--- config.mk ---
export PLATFORM = sky130hd
export DESIGN_NAME = adcfmt_stage
export DESIGN_NICKNAME = d
export VERILOG_FILES = /design/src/rtl/adcfmt_pkg.sv /design/src/rtl/adcfmt_trim.sv /design/src/rtl/adcfmt_code.sv /design/src/rtl/adcfmt_stage.sv
export SDC_FILE = /design/constraint.sdc
export NUM_CORES = 1
export LEC_CHECK = 0
export BUFFER_PORTS_ARGS = -buffer_cell sky130_fd_sc_hd__buf_2
export CORE_MARGIN = 10
export CORE_UTILIZATION = 54
export CTS_CLUSTER_SIZE = 30
export DETAILED_ROUTE_END_ITERATION = 10
export PLACE_DENSITY = 0.85
export REMOVE_ABC_BUFFERS = 1
export SLEW_MARGIN = 20
export SYNTH_ARGS = -nofsm -noshare
export SYNTH_HDL_FRONTEND = slang
export SYNTH_HIERARCHICAL = 1
export SYNTH_SLANG_ARGS = --single-unit
--- constraint.sdc ---
create_clock -name clk -period 6.3 [get_ports clk]
set_clock_uncertainty 0.1 [all_clocks]
set_input_delay 0.945 -clock clk [delete_from_list [all_inputs] [get_ports clk]]
set_output_delay 0.945 -clock clk [all_outputs]
set_load 0.05 [all_outputs]
--- src/rtl/adcfmt_pkg.sv ---
package adcfmt_pkg;
  typedef struct packed {
    logic inv;
    logic twos;
  } code_cfg_t;
endpackage

--- src/rtl/adcfmt_trim.sv ---
module adcfmt_trim #(
  parameter int DATA_W = 14,
  parameter int OFS_W  = 8
) (
  input  logic [DATA_W-1:0] code_i,
  input  logic [OFS_W-1:0]  ofs_i,
  output logic [DATA_W-1:0] code_o,
  output logic              hit_hi_o,
  output logic              hit_lo_o
);
  localparam int SUM_W = DATA_W + 2;

  function automatic logic [SUM_W-1:0] trim_sum(input logic [DATA_W-1:0] c,
                                                input logic [OFS_W-1:0] o);
    logic [SUM_W-1:0] ext;
    ext = {{(SUM_W-OFS_W){o[OFS_W-1]}}, o};
    return {2'b00, c} + ext;
  endfunction

  logic [SUM_W-1:0] sum;

  always_comb begin
    sum      = trim_sum(code_i, ofs_i);
    hit_lo_o = sum[SUM_W-1];
    hit_hi_o = !sum[SUM_W-1] && sum[DATA_W];
    if (hit_lo_o)      code_o = '0;
    else if (hit_hi_o) code_o = '1;
    else               code_o = sum[DATA_W-1:0];
  end
endmodule

--- src/rtl/adcfmt_code.sv ---
module adcfmt_code
  import adcfmt_pkg::*;
#(
  parameter int DATA_W = 14
) (
  input  logic [DATA_W-1:0] code_i,
  input  code_cfg_t         cfg_i,
  output logic [DATA_W-1:0] code_o
);
  function automatic logic [DATA_W-1:0] recode(input logic [DATA_W-1:0] c,
                                               input code_cfg_t k);
    logic [DATA_W-1:0] t;
    t = k.inv ? ~c : c;
    t[DATA_W-1] = t[DATA_W-1] ^ k.twos;
    return t;
  endfunction

  assign code_o = recode(code_i, cfg_i);
endmodule

--- src/rtl/adcfmt_stage.sv ---
module adcfmt_stage
  import adcfmt_pkg::*;
#(
  parameter int DATA_W = 14,
  parameter int OFS_W  = 8
) (
  input  logic              clk,
  input  logic              rst_n,
  input  logic              smp_stb,
  input  logic [DATA_W-1:0] smp_code,
  input  logic [OFS_W-1:0]  trim_ofs,
  input  logic              inv_en,
  input  logic              twos_en,
  output logic [DATA_W-1:0] fmt_code,
  output logic              fmt_vld
);
  logic [DATA_W-1:0] clamped;
  logic [DATA_W-1:0] coded;
  logic              sat_hi;
  logic              sat_lo;
  code_cfg_t         cfg;

  assign cfg = '{inv: inv_en, twos: twos_en};

  adcfmt_trim #(.DATA_W(DATA_W), .OFS_W(OFS_W)) u_trim (
    .code_i   (smp_code),
    .ofs_i    (trim_ofs),
    .code_o   (clamped),
    .hit_hi_o (sat_hi),
    .hit_lo_o (sat_lo)
  );

  adcfmt_code #(.DATA_W(DATA_W)) u_code (
    .code_i (clamped),
    .cfg_i  (cfg),
    .code_o (coded)
  );

  always_ff @(posedge clk) begin
    if (!rst_n) begin
      fmt_code <= '0;
      fmt_vld  <= 1'b0;
    end else begin
      fmt_vld <= smp_stb;
      if (smp_stb) fmt_code <= coded;
    end
  end
endmodule

[After elaboration in Yosys (flattened, before gate mapping)]
Cells that the tools add are included.
Storage, ports and cells
  register bits after elaboration: 15
  input port bits: 27
  output and inout bits: 15
  logic and storage cells: 10
Operators by class
  add/subtract/negate cells: 1
  mux-type cells: 3
  bitwise gates (word level): 2
  reduce and logical (&&, ||, !) cells: 2
Operators by type and width (count)
  two-way mux 14 bit: 3
  adder 15 x 8 -> 16 bit: 1
  NOT 14 bit: 1
  logical AND 1 bit: 1
  zero test 1 bit: 1
  XOR 1 bit: 1

[Logic depth before layout (Yosys ltp)]
  word-level depth: 8
  depth in mapped cells: 12
  depth with buffers taken out: 11

[Modules after synthesis]
Netlist, hierarchy kept.
By module, submodules not included
  adcfmt_trim: times used 1, cells an instance 122, area each 908.4 um^2, seq. area each 0.0 um^2
  adcfmt_stage: times used 1, cells an instance 47, area each 570.5 um^2, seq. area each 300.3 um^2
  adcfmt_code: times used 1, cells an instance 16, area each 160.2 um^2, seq. area each 0.0 um^2

[Worst setup path after synthesis]
OpenSTA, ideal clock, no wires.
  path type: input-to-reg
  from: in smp_code[0]
  to: reg fmt_code[13]
  setup time: 0.117 ns
  arrival: 3.398 ns
  required time: 6.083 ns
  slack: 2.685 ns
  cell stages on the path: 12
  buffers on the path: 1
  cells stage by stage: ha_1 -> fa_1 -> a21o_1 -> a221oi_2 -> o2111ai_1 -> o311a_1 -> buf_4 -> xnor2_4 -> a22oi_1 -> xor3_1 -> mux2i_1 -> nor2b_1
Between the ends
  longest elaborated chain between the ends: 8
Ends and longest elaborated chain
  from (decl): line adcfmt_stage.sv:10  | input logic [DATA_W-1:0] smp_code,
  adder 15 x 8 -> 16 bit *: line adcfmt_trim.sv:17  | return {2'b00, c} + ext;
  zero test 1 bit: line adcfmt_trim.sv:25  | hit_hi_o = !sum[SUM_W-1] && sum[DATA_W];
  logical AND 1 bit: line adcfmt_trim.sv:25
  two-way mux 14 bit: line adcfmt_trim.sv:27  | else if (hit_hi_o) code_o = '1;
  two-way mux 14 bit *: line adcfmt_trim.sv:26  | if (hit_lo_o) code_o = '0;
  named net clamped[13]: line adcfmt_stage.sv:17  | logic [DATA_W-1:0] clamped;
  NOT 14 bit: line adcfmt_code.sv:13  | t = k.inv ? ~c : c;
  two-way mux 14 bit *: line adcfmt_code.sv:13
  XOR 1 bit *: line adcfmt_code.sv:14  | t[DATA_W-1] = t[DATA_W-1] ^ k.twos;
  named net coded[13]: line adcfmt_stage.sv:18  | logic [DATA_W-1:0] coded;
  to (signal assigned): line adcfmt_stage.sv:45  | if (smp_stb) fmt_code <= coded;
  to (decl): line adcfmt_stage.sv:14  | output logic [DATA_W-1:0] fmt_code,
The timed path passes the listed nets; every way through them passes the cells marked *.
A chain may end at the register's enable or synchronous reset.

[Worst setup path after layout]
Ends and elaborated chain as after synthesis.

==> reports/summary.json <==
{
  "outcome": {"value": "finished clean"},
  "cts_inserted_buffers": {"value": 3},
  "cpLargestDelayFamily": {"value": "compound AO/OA/AOI/OAI gates"},
  "boundaryPins": {"value": 42},
  "post_cts_resize_count": {"value": 0},
  "slowest_stage": {"value": "sky130_fd_sc_hd__xor3_1"},
  "maxSlewViolCount": {"value": 0},
  "drtPass1Iterations": {"value": 4},
  "drcViolationCount": {"value": 0},
  "die_h": {"value": 74.8, "unit": "um"},
  "clock-sinks": {"value": 15},
  "worstHoldPathType": {"value": "reg -> reg"},
  "power_density": {"value": 204, "unit": "mW/mm2"},
  "first_iter_violations": {"value": 66},
  "period_share": {"value": 59.4, "unit": "%"},
  "setup_tns": {"value": 0, "unit": "ns"},
  "cts-htree-levels": {"value": 1},
  "place.gp.congestion": {"value": 0.902},
  "ir_worst_vdd": {"value": 0.0000792, "unit": "V"},
  "mostFrequentLayoutCell": {"value": "sky130_fd_sc_hd__buf_2"},
  "cp_max_fo": {"value": 8},
  "die_area": {"value": 0.00560, "unit": "mm2"},
  "critical_path.n_buffers_inverters": {"value": 1},
  "core": {"value": 0.00281, "unit": "mm2"},
  "initial_core_util": {"value": 57.9, "unit": "%"},
  "pre_cts_ws": {"value": 2.29, "unit": "ns"},
  "internal_power": {"value": 209, "unit": "uW"},
  "p_clk_share": {"value": 13.9, "unit": "%"},
  "global_route.overflow_total": {"value": 0},
  "tritoncts": {"value": "built"},
  "clk_root_buffer_cell": {"value": "sky130_fd_sc_hd__clkbuf_4"},
  "yosys_warnings": {"value": 6},
  "drt-vias-per-instance": {"value": 5.55},
  "comb_power_share": {"value": 55.9, "unit": "%"},
  "critPathMaxStageDelay": {"value": 0.42, "unit": "ns"},
  "track_usage": {"value": 12.5, "unit": "%"},
  "worstPathCellList": {"value": "buf_2 -> ha_1 -> fa_1 -> a21o_1 -> a221oi_2 -> o2111ai_1 -> o311a_1 -> xnor2_4 -> a22oi_1 -> xor3_1 -> mux2i_1 -> nor2b_1"},
  "dpl.hpwl": {"value": 2910, "unit": "um"},
  "layout_setup_ws": {"value": 2.56, "unit": "ns"},
  "port_buffers": {"value": 41},
  "total_switching_power": {"value": 159, "unit": "uW"},
  "areaGrowthSynthToFinish": {"value": 10.9, "unit": "%"},
  "setup_viol_count_final": {"value": 0},
  "routed-via-count": {"value": 1388},
  "drtAntennaViolNets": {"value": 0},
  "hold_buffers": {"value": 0},
  "crit_path_start_kind": {"value": "input port"},
  "synth.cell_area": {"value": 0.00162, "unit": "mm2"},
  "reg2reg_slack": {"value": 5.58, "unit": "ns"},
  "cts_max_path_buffers": {"value": 2},
  "detail_route.wl_per_cell": {"value": 13.5, "unit": "um"},
  "final_nets": {"value": 263},
  "final_layout_size_suffix_gt1_share": {"value": 24.2, "unit": "%"},
  "antenna_found_initial": {"value": 0},
  "via_count_of_the_first_global_routing_pass": {"value": 1387},
  "hold_viol_final": {"value": 0},
  "path_class": {"value": "in -> reg"},
  "unrepaired_setup_endpoints_after_global_routing": {"value": "no"},
  "maxClockFrequency": {"value": 267, "unit": "MHz"},
  "max_cap_viol_count": {"value": 0},
  "leakage": {"value": 0.888, "unit": "nW"},
  "worst_setup_hold_path_clk_slew": {"value": 0.08, "unit": "ns"},
  "power.share.switching": {"value": 43.1, "unit": "%"},
  "post-route-min-period": {"value": 3.74, "unit": "ns"},
  "floorplan.die.width": {"value": 74.8, "unit": "um"},
  "post-cts-setup-buffers": {"value": 0},
  "pwr-share-seq": {"value": 30.2, "unit": "%"},
  "crit_arrival": {"value": 3.81, "unit": "ns"},
  "max_slew_margin": {"value": 37.7, "unit": "%"},
  "worstSetupEndpointType": {"value": "flop"},
  "synthesis.area_per_instance": {"value": 8.87, "unit": "um2"},
  "worst_slew_pin_slew": {"value": 0.928, "unit": "ns"},
  "required": {"value": 6.37, "unit": "ns"},
  "syn_inst": {"value": 183},
  "pin_count_of_the_biggest_net_entering_global_routing": {"value": 16},
  "antennaDiodeCount": {"value": 0},
  "rows": {"value": 19},
  "layout.cells.most_common_list": {"value": "sky130_fd_sc_hd__buf_2 (41), sky130_fd_sc_hd__nor2_1 (21), sky130_fd_sc_hd__xor2_1 (18)"},
  "grt_pass1_wl": {"value": 5970, "unit": "um"},
  "worst_skew_pair.late_latency": {"value": 0.27, "unit": "ns"},
  "route.final.wire_length": {"value": 3370, "unit": "um"}
}
## area by class of cell
cell class                      instances  area [um2]
Clock buffer                            4        26.3
Sequential cell                        15         300
Fill cell                             250        1000
Tap cell                               31        38.8
Inverter                                4        15.0
Multi-Input combinational cell        155        1210
Timing Repair Buffer                   41         205
## worst paths after layout
path	startpoint	endpoint	cells past startpoint
worst min register to register	fmt_code[10]	fmt_code[10]	2
worst max-delay path	smp_code[0]	fmt_code[13]	12
worst max register to register	fmt_code[9]	fmt_code[9]	2
worst min-delay path	fmt_code[10]	fmt_code[10]	2
## worst register-to-register path: stages, from the launching register on
cell and delay, ns:
sky130_fd_sc_hd__dfxtp_1 0.32, sky130_fd_sc_hd__mux2i_1 0.13, sky130_fd_sc_hd__nor2b_1 0.07
## stage by stage
stage / area [um2] / hold WS, ns / std cells / total power [mW] / utilization (%)
floorplan: 1530 / 0.643 / 174 / 0.271 / -
global placement: 1770 / 0.390 / 246 / 0.315 / 63.2
detailed placement: 1770 / 0.400 / 246 / 0.318 / 63.2
CTS: 1800 / 0.421 / 250 / 0.369 / 64.2
global route: 1800 / 0.434 / 250 / 0.396 / 64.2
finish: 1800 / 0.415 / 250 / 0.368 / 64.2
## power by group through the flow
| stage | sequential, mW | combinational (mW) | clock [mW] |
|---|---|---|---|
| finish | 0.111 | 0.205 | 0.0511 |
| global route | 0.113 | 0.227 | 0.0564 |
| CTS | 0.111 | 0.206 | 0.0521 |
| floorplan | 0.151 | 0.120 | 0 |
| detailed placement | 0.113 | 0.205 | 0 |
| global placement | 0.113 | 0.202 | 0 |
## layer usage
layer	global-route usage [%]	share of wire (%)	vias to the layer above
met5	0	0	-
met4	2.31	0.12	0
met3	2.37	7.2	2
met2	21.3	46	43
met1	16.1	47	613
li1	-	-	730
## registers in the layout, summed over array words and instances (netlist names)
register and count:
fmt_code 14, fmt_vld 1
Note: power is estimated with default switching activity, not from simulation.
